`src/rtl/conv_seq_pkg.sv`:
```
package conv_seq_pkg;

    // Phase encoding is visible on the phase port: keep values fixed.
    typedef enum logic [1:0] {
        SEQ_HOLD = 2'd0,
        SEQ_MUTE = 2'd1,
        SEQ_RUN  = 2'd2,
        SEQ_PDN  = 2'd3
    } seq_state_t;

    typedef struct packed {
        logic       core_rst;
        logic       dp_clk_en;
        logic       dout_zero;
        logic       dout_en;
        logic [1:0] phase;
    } seq_ctrl_t;

endpackage

```
`src/rtl/conv_seq_count.sv`:
```
// Saturating up-counter with synchronous clear; flags the final count value.
module conv_seq_count #(
    parameter int LIMIT = 1024
) (
    input  logic sys_clk,
    input  logic arst_n,
    input  logic clr,
    input  logic inc,
    output logic at_last
);
    localparam int CW = (LIMIT > 2) ? $clog2(LIMIT) : 1;
    localparam logic [CW-1:0] LAST = CW'(LIMIT - 1);

    logic [CW-1:0] cnt;

    always_ff @(posedge sys_clk or negedge arst_n) begin
        if (!arst_n) begin
            cnt <= '0;
        end else if (clr) begin
            cnt <= '0;
        end else if (inc && (cnt != LAST)) begin
            cnt <= cnt + 1'b1;
        end
    end

    assign at_last = (cnt == LAST);

endmodule

```
`src/rtl/conv_seq_decode.sv`:
```
// Moore output decode for the start-up sequencer.
module conv_seq_decode
    import conv_seq_pkg::*;
(
    input  seq_state_t state,
    output seq_ctrl_t  ctrl
);
    always_comb begin
        ctrl = '{core_rst: 1'b1, dp_clk_en: 1'b1, dout_zero: 1'b1,
                 dout_en: 1'b1, phase: state};
        unique case (state)
            SEQ_HOLD: begin
                ctrl.core_rst  = 1'b1;
                ctrl.dout_zero = 1'b1;
            end
            SEQ_MUTE: begin
                ctrl.core_rst  = 1'b0;
                ctrl.dout_zero = 1'b1;
            end
            SEQ_RUN: begin
                ctrl.core_rst  = 1'b0;
                ctrl.dout_zero = 1'b0;
            end
            SEQ_PDN: begin
                ctrl.core_rst  = 1'b1;
                ctrl.dp_clk_en = 1'b0;
                ctrl.dout_zero = 1'b1;
                ctrl.dout_en   = 1'b0;
            end
        endcase
    end

endmodule

```
`src/rtl/conv_start_seq.sv`:
```
module conv_start_seq
    import conv_seq_pkg::*;
#(
    parameter int RST_CYCLES  = 1024,
    parameter int MUTE_FRAMES = 4480
) (
    input  logic       sys_clk,
    input  logic       por_n,
    input  logic       pdn_n,
    input  logic       frame_tick,
    output logic       core_rst,
    output logic       dp_clk_en,
    output logic       dout_zero,
    output logic       dout_en,
    output logic [1:0] phase
);
    seq_state_t state, state_nx;
    seq_ctrl_t  ctrl;
    logic       hold_last, mute_last;
    logic       hold_inc, hold_clr, mute_inc, mute_clr;

    // Clock counter for the reset-hold stage.
    assign hold_inc = (state == SEQ_HOLD);
    assign hold_clr = (state != SEQ_HOLD);

    conv_seq_count #(.LIMIT(RST_CYCLES)) u_hold_cnt (
        .sys_clk (sys_clk),
        .arst_n  (por_n),
        .clr     (hold_clr),
        .inc     (hold_inc),
        .at_last (hold_last)
    );

    // Frame counter for the muted stage.
    assign mute_inc = (state == SEQ_MUTE) && frame_tick;
    assign mute_clr = (state != SEQ_MUTE);

    conv_seq_count #(.LIMIT(MUTE_FRAMES)) u_mute_cnt (
        .sys_clk (sys_clk),
        .arst_n  (por_n),
        .clr     (mute_clr),
        .inc     (mute_inc),
        .at_last (mute_last)
    );

    // State register.
    always_ff @(posedge sys_clk or negedge por_n) begin
        if (!por_n) state <= SEQ_HOLD;
        else        state <= state_nx;
    end

    // Next-state logic; power-down dominates every state.
    always_comb begin
        state_nx = state;
        if (!pdn_n) begin
            state_nx = SEQ_PDN;
        end else begin
            unique case (state)
                SEQ_HOLD: if (hold_last)              state_nx = SEQ_MUTE;
                SEQ_MUTE: if (frame_tick && mute_last) state_nx = SEQ_RUN;
                SEQ_RUN:                              state_nx = SEQ_RUN;
                SEQ_PDN:                              state_nx = SEQ_HOLD;
            endcase
        end
    end

    conv_seq_decode u_decode (
        .state (state),
        .ctrl  (ctrl)
    );

    assign core_rst  = ctrl.core_rst;
    assign dp_clk_en = ctrl.dp_clk_en;
    assign dout_zero = ctrl.dout_zero;
    assign dout_en   = ctrl.dout_en;
    assign phase     = ctrl.phase;

    // ---------------- checks ----------------
    // Independent stage-length counters for the window checks.
    logic [31:0] chk_hold_len, chk_mute_ticks;

    always_ff @(posedge sys_clk or negedge por_n) begin
        if (!por_n) begin
            chk_hold_len   <= '0;
            chk_mute_ticks <= '0;
        end else begin
            chk_hold_len   <= (phase == 2'd0) ? chk_hold_len + 1 : '0;
            chk_mute_ticks <= (phase == 2'd1) ? chk_mute_ticks + 32'(frame_tick) : '0;
        end
    end

    assert_hold_len_R2: assert property (@(posedge sys_clk) disable iff (!por_n)
        (phase == 2'd1 && $past(phase) == 2'd0) |-> (chk_hold_len == 32'(RST_CYCLES)));

    assert_mute_len_R3: assert property (@(posedge sys_clk) disable iff (!por_n)
        (phase == 2'd2 && $past(phase) == 2'd1) |-> (chk_mute_ticks == 32'(MUTE_FRAMES)));

    assert_run_hold_R5: assert property (@(posedge sys_clk) disable iff (!por_n)
        (phase == 2'd2 && pdn_n) |=> (phase == 2'd2 && !dout_zero));

    assert_pdn_entry_R6: assert property (@(posedge sys_clk) disable iff (!por_n)
        !pdn_n |=> (phase == 2'd3 && !dp_clk_en && !dout_en));

    assert_pdn_exit_R7: assert property (@(posedge sys_clk) disable iff (!por_n)
        (phase == 2'd3 && pdn_n) |=> (phase == 2'd0 && core_rst));

    assert_gated_safe_R6: assert property (@(posedge sys_clk) disable iff (!por_n)
        !dp_clk_en |-> (core_rst && dout_zero));

    assert_clk_live_R9: assert property (@(posedge sys_clk) disable iff (!por_n)
        (phase == 2'd0 || phase == 2'd1) |-> (dp_clk_en && dout_en));

endmodule

```
`config.mk`:
```
export PLATFORM = sky130hd
export DESIGN_NAME = conv_start_seq
export DESIGN_NICKNAME = d
export VERILOG_FILES = /design/src/rtl/conv_seq_pkg.sv /design/src/rtl/conv_seq_count.sv /design/src/rtl/conv_seq_decode.sv /design/src/rtl/conv_start_seq.sv
export SDC_FILE = /design/constraint.sdc
export NUM_CORES = 1
export LEC_CHECK = 0
export BUFFER_PORTS_ARGS = -buffer_cell sky130_fd_sc_hd__buf_2
export CAP_MARGIN = 20
export CORE_UTILIZATION = 49
export DETAILED_ROUTE_END_ITERATION = 10
export HOLD_SLACK_MARGIN = 0.1
export PLACE_DENSITY = 0.75
export SKIP_LAST_GASP = 1
export SLEW_MARGIN = 10
export SYNTH_ARGS = -nofsm -noshare
export SYNTH_HDL_FRONTEND = slang
export SYNTH_SLANG_ARGS = --single-unit
export TNS_END_PERCENT = 20
```
`constraint.sdc`:
```
create_clock -name sys_clk -period 2.6 [get_ports sys_clk]
set_input_delay 0.26 -clock sys_clk [delete_from_list [all_inputs] [get_ports sys_clk]]
set_output_delay 0.26 -clock sys_clk [all_outputs]
set_load 0.1 [all_outputs]
```
**Word-level counts from Yosys, hierarchy flattened**

Index checks and enable logic that the tools add are counted.

- Bits in registers: 25
- Bits in latches: 0
- Memory bits (writable): 0
- Memory bits (read-only): 0
- Output and inout bits: 6
- Memories kept: 0

- Add/sub/neg operators: 2
- Multiply operators: 0
- Divide/modulo/power cells: 0
- $lt $le $gt $ge: 0
- Eq/ne operators: 10
- Shifts and indexed selects: 0
- Mux-type cells: 11
- Bitwise operators: 0
- Reductions and logical operators: 12

Operators by type and width:

| cell | count |
|---|---|
| 13-bit 2-to-1 mux | 2 |
| 10-bit 2-to-1 mux | 2 |
| 13-bit by 1-bit adder with 13-bit output (second input constant) | 1 |
| 13-bit == test (second input constant) | 1 |
| 13-bit != test (second input constant) | 1 |
| 10-bit by 1-bit adder with 10-bit output (second input constant) | 1 |
| 10-bit == test (second input constant) | 1 |
| 10-bit != test (second input constant) | 1 |
| 2-bit case mux with 4 select lines | 1 |
| 2-bit 2-to-1 mux | 3 |
| 3-bit != test (second input constant) | 2 |
| 2-bit nonzero test | 3 |
| 2-bit == test (second input constant) | 2 |
| 1-bit logical AND | 4 |
| 1-bit case mux with 2 select lines | 2 |
| 2-bit OR reduction | 2 |
| 3-bit OR reduction | 1 |
| 2-bit by 1-bit == test with 1-bit output (second input constant) | 1 |
| 2-bit logical NOT | 1 |
| 2-bit by 1-bit != test with 1-bit output (second input constant) | 1 |
| 2-bit AND reduction | 1 |
| 1-bit 2-to-1 mux | 1 |

**Longest topological paths before layout**

- Depth after elaboration: 5
- Gate-level depth with buffers: 6
- Depth with buffers taken out: 5

**Modules after synthesis**

A second synthesis with hierarchy kept.

- Cell total of the unflattened synthesis: 159
- Area, all modules: 1510.2 um2

Modules (own cells, without submodules):

| module | times used | cells each | area each (um2) | sequential area each (um2) |
|---|---|---|---|---|
| conv_seq_count (u_mute_cnt) | 1 | 76 | 750.7 | 325.3 |
| conv_seq_count (u_hold_cnt) | 1 | 57 | 540.5 | 250.2 |
| conv_start_seq | 1 | 18 | 160.2 | 50.0 |
| conv_seq_decode | 1 | 8 | 58.8 | 0.0 |

**Worst setup path after synthesis**

No wires, ideal clock.

- Path kind: register to register
- Start point: register state[0]
- End point: register state[1]
- Library setup time: 0.123 ns
- Arrival: 2.372 ns
- Required time: 2.477 ns
- Slack: 0.106 ns
- Cell stages (with the launch flop): 6
- Path through: dfrtp_1 inv_1 ha_1 inv_1 and3_1 o21ai_1

- Cells in the longest elaborated chain, start to end: 3
- Elaborated cells between the ends (all ways): 9
- Classes of those cells: 5 x eq/ne; 2 x mux; 2 x reduce/logical

Ends and longest elaborated chain:

| what | line | RTL |
|---|---|---|
| from (decl) | conv_start_seq.sv:17 | `seq_state_t state, state_nx;` |
| from (signal assigned) | conv_start_seq.sv:49 | `else state <= state_nx;` |
| 2-bit == test, or another cell as far along | conv_start_seq.sv:58 | `unique case (state)` |
| 2-bit case mux with 4 select lines or 3-bit != test (tied branches) | - |  |
| 2-bit 2-to-1 mux or 2-bit AND reduction (tied branches) | - |  |

Several ways; a longest one is shown, not always the timed one.
A chain may end at the register's enable or synchronous reset.

**Worst setup path in the final report**

- Start point: register u_mute_cnt.cnt[11]
- End point: register u_mute_cnt.cnt[1]

- Cells in the longest elaborated chain, start to end: 3

Ends and longest elaborated chain:

| what | line | RTL |
|---|---|---|
| from (decl) | conv_seq_count.sv:14 | `logic [CW-1:0] cnt;` |
| from (signal assigned) | conv_seq_count.sv:22 | `cnt <= cnt + 1'b1;` |
| 13-bit != test | conv_seq_count.sv:21 | `end else if (inc && (cnt != LAST)) begin` |
| 1-bit logical AND | conv_seq_count.sv:21 |  |
| 2-bit nonzero test (no line) | - |  |

No other way between the ends.

==> qor.txt <==
worst path cell trace = or4b_4, o41ai_4, buf_4, mux2i_1, nor2_1
effective utilization at floorplan = 52.2%
DR vias = 1139
Hold Path Class = primary input to flip-flop
run status = finished, final reports clean
number of setup buffers added after CTS = 0
global-route wire length before repair = 4.93 mm
synthesized net count = 158
Logic pwr share = 48.2%
critical path class = flip-flop to flip-flop
worst-margin pin slew = 551 ps
part of the power in the clock network = 14.8%
EDFF count, synth = 0
crit end category = flip-flop
layout cells sized above 1 = 11.9%
Critical Path Fanout Max = 18
Final Setup Violations = 0
Crit path depth = 5
Most used DFF post-synth = dfrtp_1
final instance area = 1530 µm²
hold path cells = 2
Lkg Pwr = 0.624 nW
vias in the first global route = 1091
Tcrit/Tclk final = 74.2%
yosys warns = 0
final worst slack = 672 ps
mapped cell area = 1440 µm²
area added between synthesis and finish = 6.43%
WL/cell = 14.6 µm
Max-Cap Viols = 0
fin crit period = 1930 ps
pre-CTS setup slack = 699 ps
Skew-Pair Late Insertion Delay = 320 ps
sequential share of power = 36.9%
Mapped Cells = 148
Req. time, crit path = 2800 ps
Arr. time, crit path = 2130 ps
core area = 2760 µm²
WP buf/inv = 1
Critical Path Slowest Stage Cell = or4b_4
sequential share of the synthesized area = 43.5%
initial antenna violation count = 0
DP Area = 1500 µm²
number of port buffers = 9
number of synthesized register bits = 25
startpoint types = flip-flop
boundary pin count = 10
final hold slack = 125 ps
drt pass-1 iters = 4
max-slew violation count = 0
critical path's top delay family = simple AND/OR/NAND/NOR gates
CTS Buffer Depth = 2
syn avg cell area = 9.72 µm²
R2R cell count = 5
ANT cells = 0
clock sink count = 25
GRT Total Usage = 20.1%
post-synth cell types = 36
post-DP HPWL = 1.95 mm
CP peak stage delay = 580 ps
pin count of the biggest net entering global routing = 26
final setup TNS = 0 ps
Cell Int Power = 556 µW
Routed WL = 2.77 mm
Hold Fails Final Rpt = 0
Sw Pwr = 627 µW
RSZ-0062 raised after global routing = false
Async SR Flop Fraction = 100%
# rows = 19
Placer Congestion = 0.843
TritonCTS clock tree = done
Reg clk slew, reported paths = 140 ps
die area = 3160 µm²
grt ovf = 0
Max Freq = 519 MHz
Fillers = 247
H-tree depth = 1
Clock Root Buffer = clkbuf_4
peak supply drop = 1030 µV
DIE HEIGHT = 56.2 µm
Die W = 56.2 µm
number of vias per cell = 5.99
clk_skew = 3.99 ps
Post-DRT Antenna Nets = 0
switching part of the total power = 53.0%
DR DRC count = 0
total clock buffers created by CTS = 3
pwr/cell area = 773 nW/µm²
initial DRC count = 44
nets = 170
Rel. slew slack = 63.3%
==> power groups by stage <==
| stage | sequential, mW | combinational [mW] | clock, mW |
|---|---|---|---|
| final | 0.437 | 0.571 | 0.175 |
| after global routing | 0.443 | 0.602 | 0.195 |
| after CTS | 0.438 | 0.573 | 0.182 |
| after detailed placement | 0.446 | 0.571 | 0 |
| after global placement | 0.442 | 0.567 | 0 |
| after floorplan | 0.532 | 0.409 | 0 |
==> final cells by class <==
cell class	instances	area, µm²	share of cell area [%]
well taps	31	38.8	2.53
flip-flops and latches	25	626	40.8
repair buffers	11	62.6	4.08
clock buffers	4	26.3	1.72
multi-input cells	110	744	48.6
inverters	9	33.8	2.21
==> path summary, 6_finish.rpt <==
| path | start | end | slack [ps] |
|---|---|---|---|
| worst max register to register | u_mute_cnt.cnt[11] | u_mute_cnt.cnt[1] | 670 |
| worst min register to register | u_hold_cnt.cnt[6] | u_hold_cnt.cnt[6] | 580 |
| min in group asynchronous | por_n | u_hold_cnt.cnt[6] | 440 |
| worst max-delay path | u_mute_cnt.cnt[11] | u_mute_cnt.cnt[1] | 670 |
| worst min-delay path | pdn_n | state[1] | 120 |
| max in group asynchronous | por_n | u_mute_cnt.cnt[11] | 1800 |
==> through the flow <==
step	utilization, %	cells	power [mW]
detailed placement	54.2	185	1.02
floorplan	-	148	0.941
CTS	55.5	190	1.19
global placement	54.2	185	1.01
global route	55.5	190	1.24
finish	55.5	190	1.18
==> kinds of logic after synthesis <==
logic type	synth area share (%)
buffers and inverters	4.78
adders and majority gates	5.22
and+or+nand+nor	23.2
muxes	2.09
DFF	43.5
xor gates and xnor gates	4.26
AOI/OAI and AO/OA	17.0
==> cells in the mapped netlist (2+ instances only) <==
library cell  number  area, µm²
and4_1             3       26.3
nand4_1            5       31.3
mux2i_1            3       30.0
o21ai_0            2       10.0
ha_1               6       75.1
and2_1             2       12.5
nand3_1            7       35.0
dfrtp_1           25        626
nor2_1            10       37.5
and3_1             3       18.8
inv_1              9       33.8
or3_1              8       50.1
nand2_1            9       33.8
o31ai_1            6       45.0
a21oi_1           14       70.1
o21ai_1            7       35.0
or4_1              4       30.0
xor2_1             7       61.3
==> flip-flops by register name (all words and copies together) (netlist names) <==
| name | flops |
|---|---|
| state | 2 |
| u_hold_cnt.cnt | 10 |
| u_mute_cnt.cnt | 13 |
==> per-layer routing <==
layer | share of wire [%] | track usage (%)
met1 | 49 | 27.1
met2 | 47 | 32.0
met3 | 1.8 | 2.79
met4 | 1.8 | 9.76
met5 | 0 | 0
==> layout by cell type, fill, tap and decap left out, drive strengths merged, types with 2 or more instances in the layout <==
cell type,instances
a21oi,15
and2,2
and3,3
and4,3
buf,10
clkbuf,4
dfrtp,25
ha,6
inv,9
mux2i,3
nand2,9
nand3,7
nand4,5
nor2,10
o21ai,9
o31ai,6
o41ai,2
or3,8
or4,4
xor2,7
==> timing repair <==
item                       CTS  global route
hold endpoints to repair    25             0
gates resized for setup      0             0
hold buffers                 1             0
setup endpoints to repair    0             0
No activity file was read; power rests on OpenSTA's default activity.
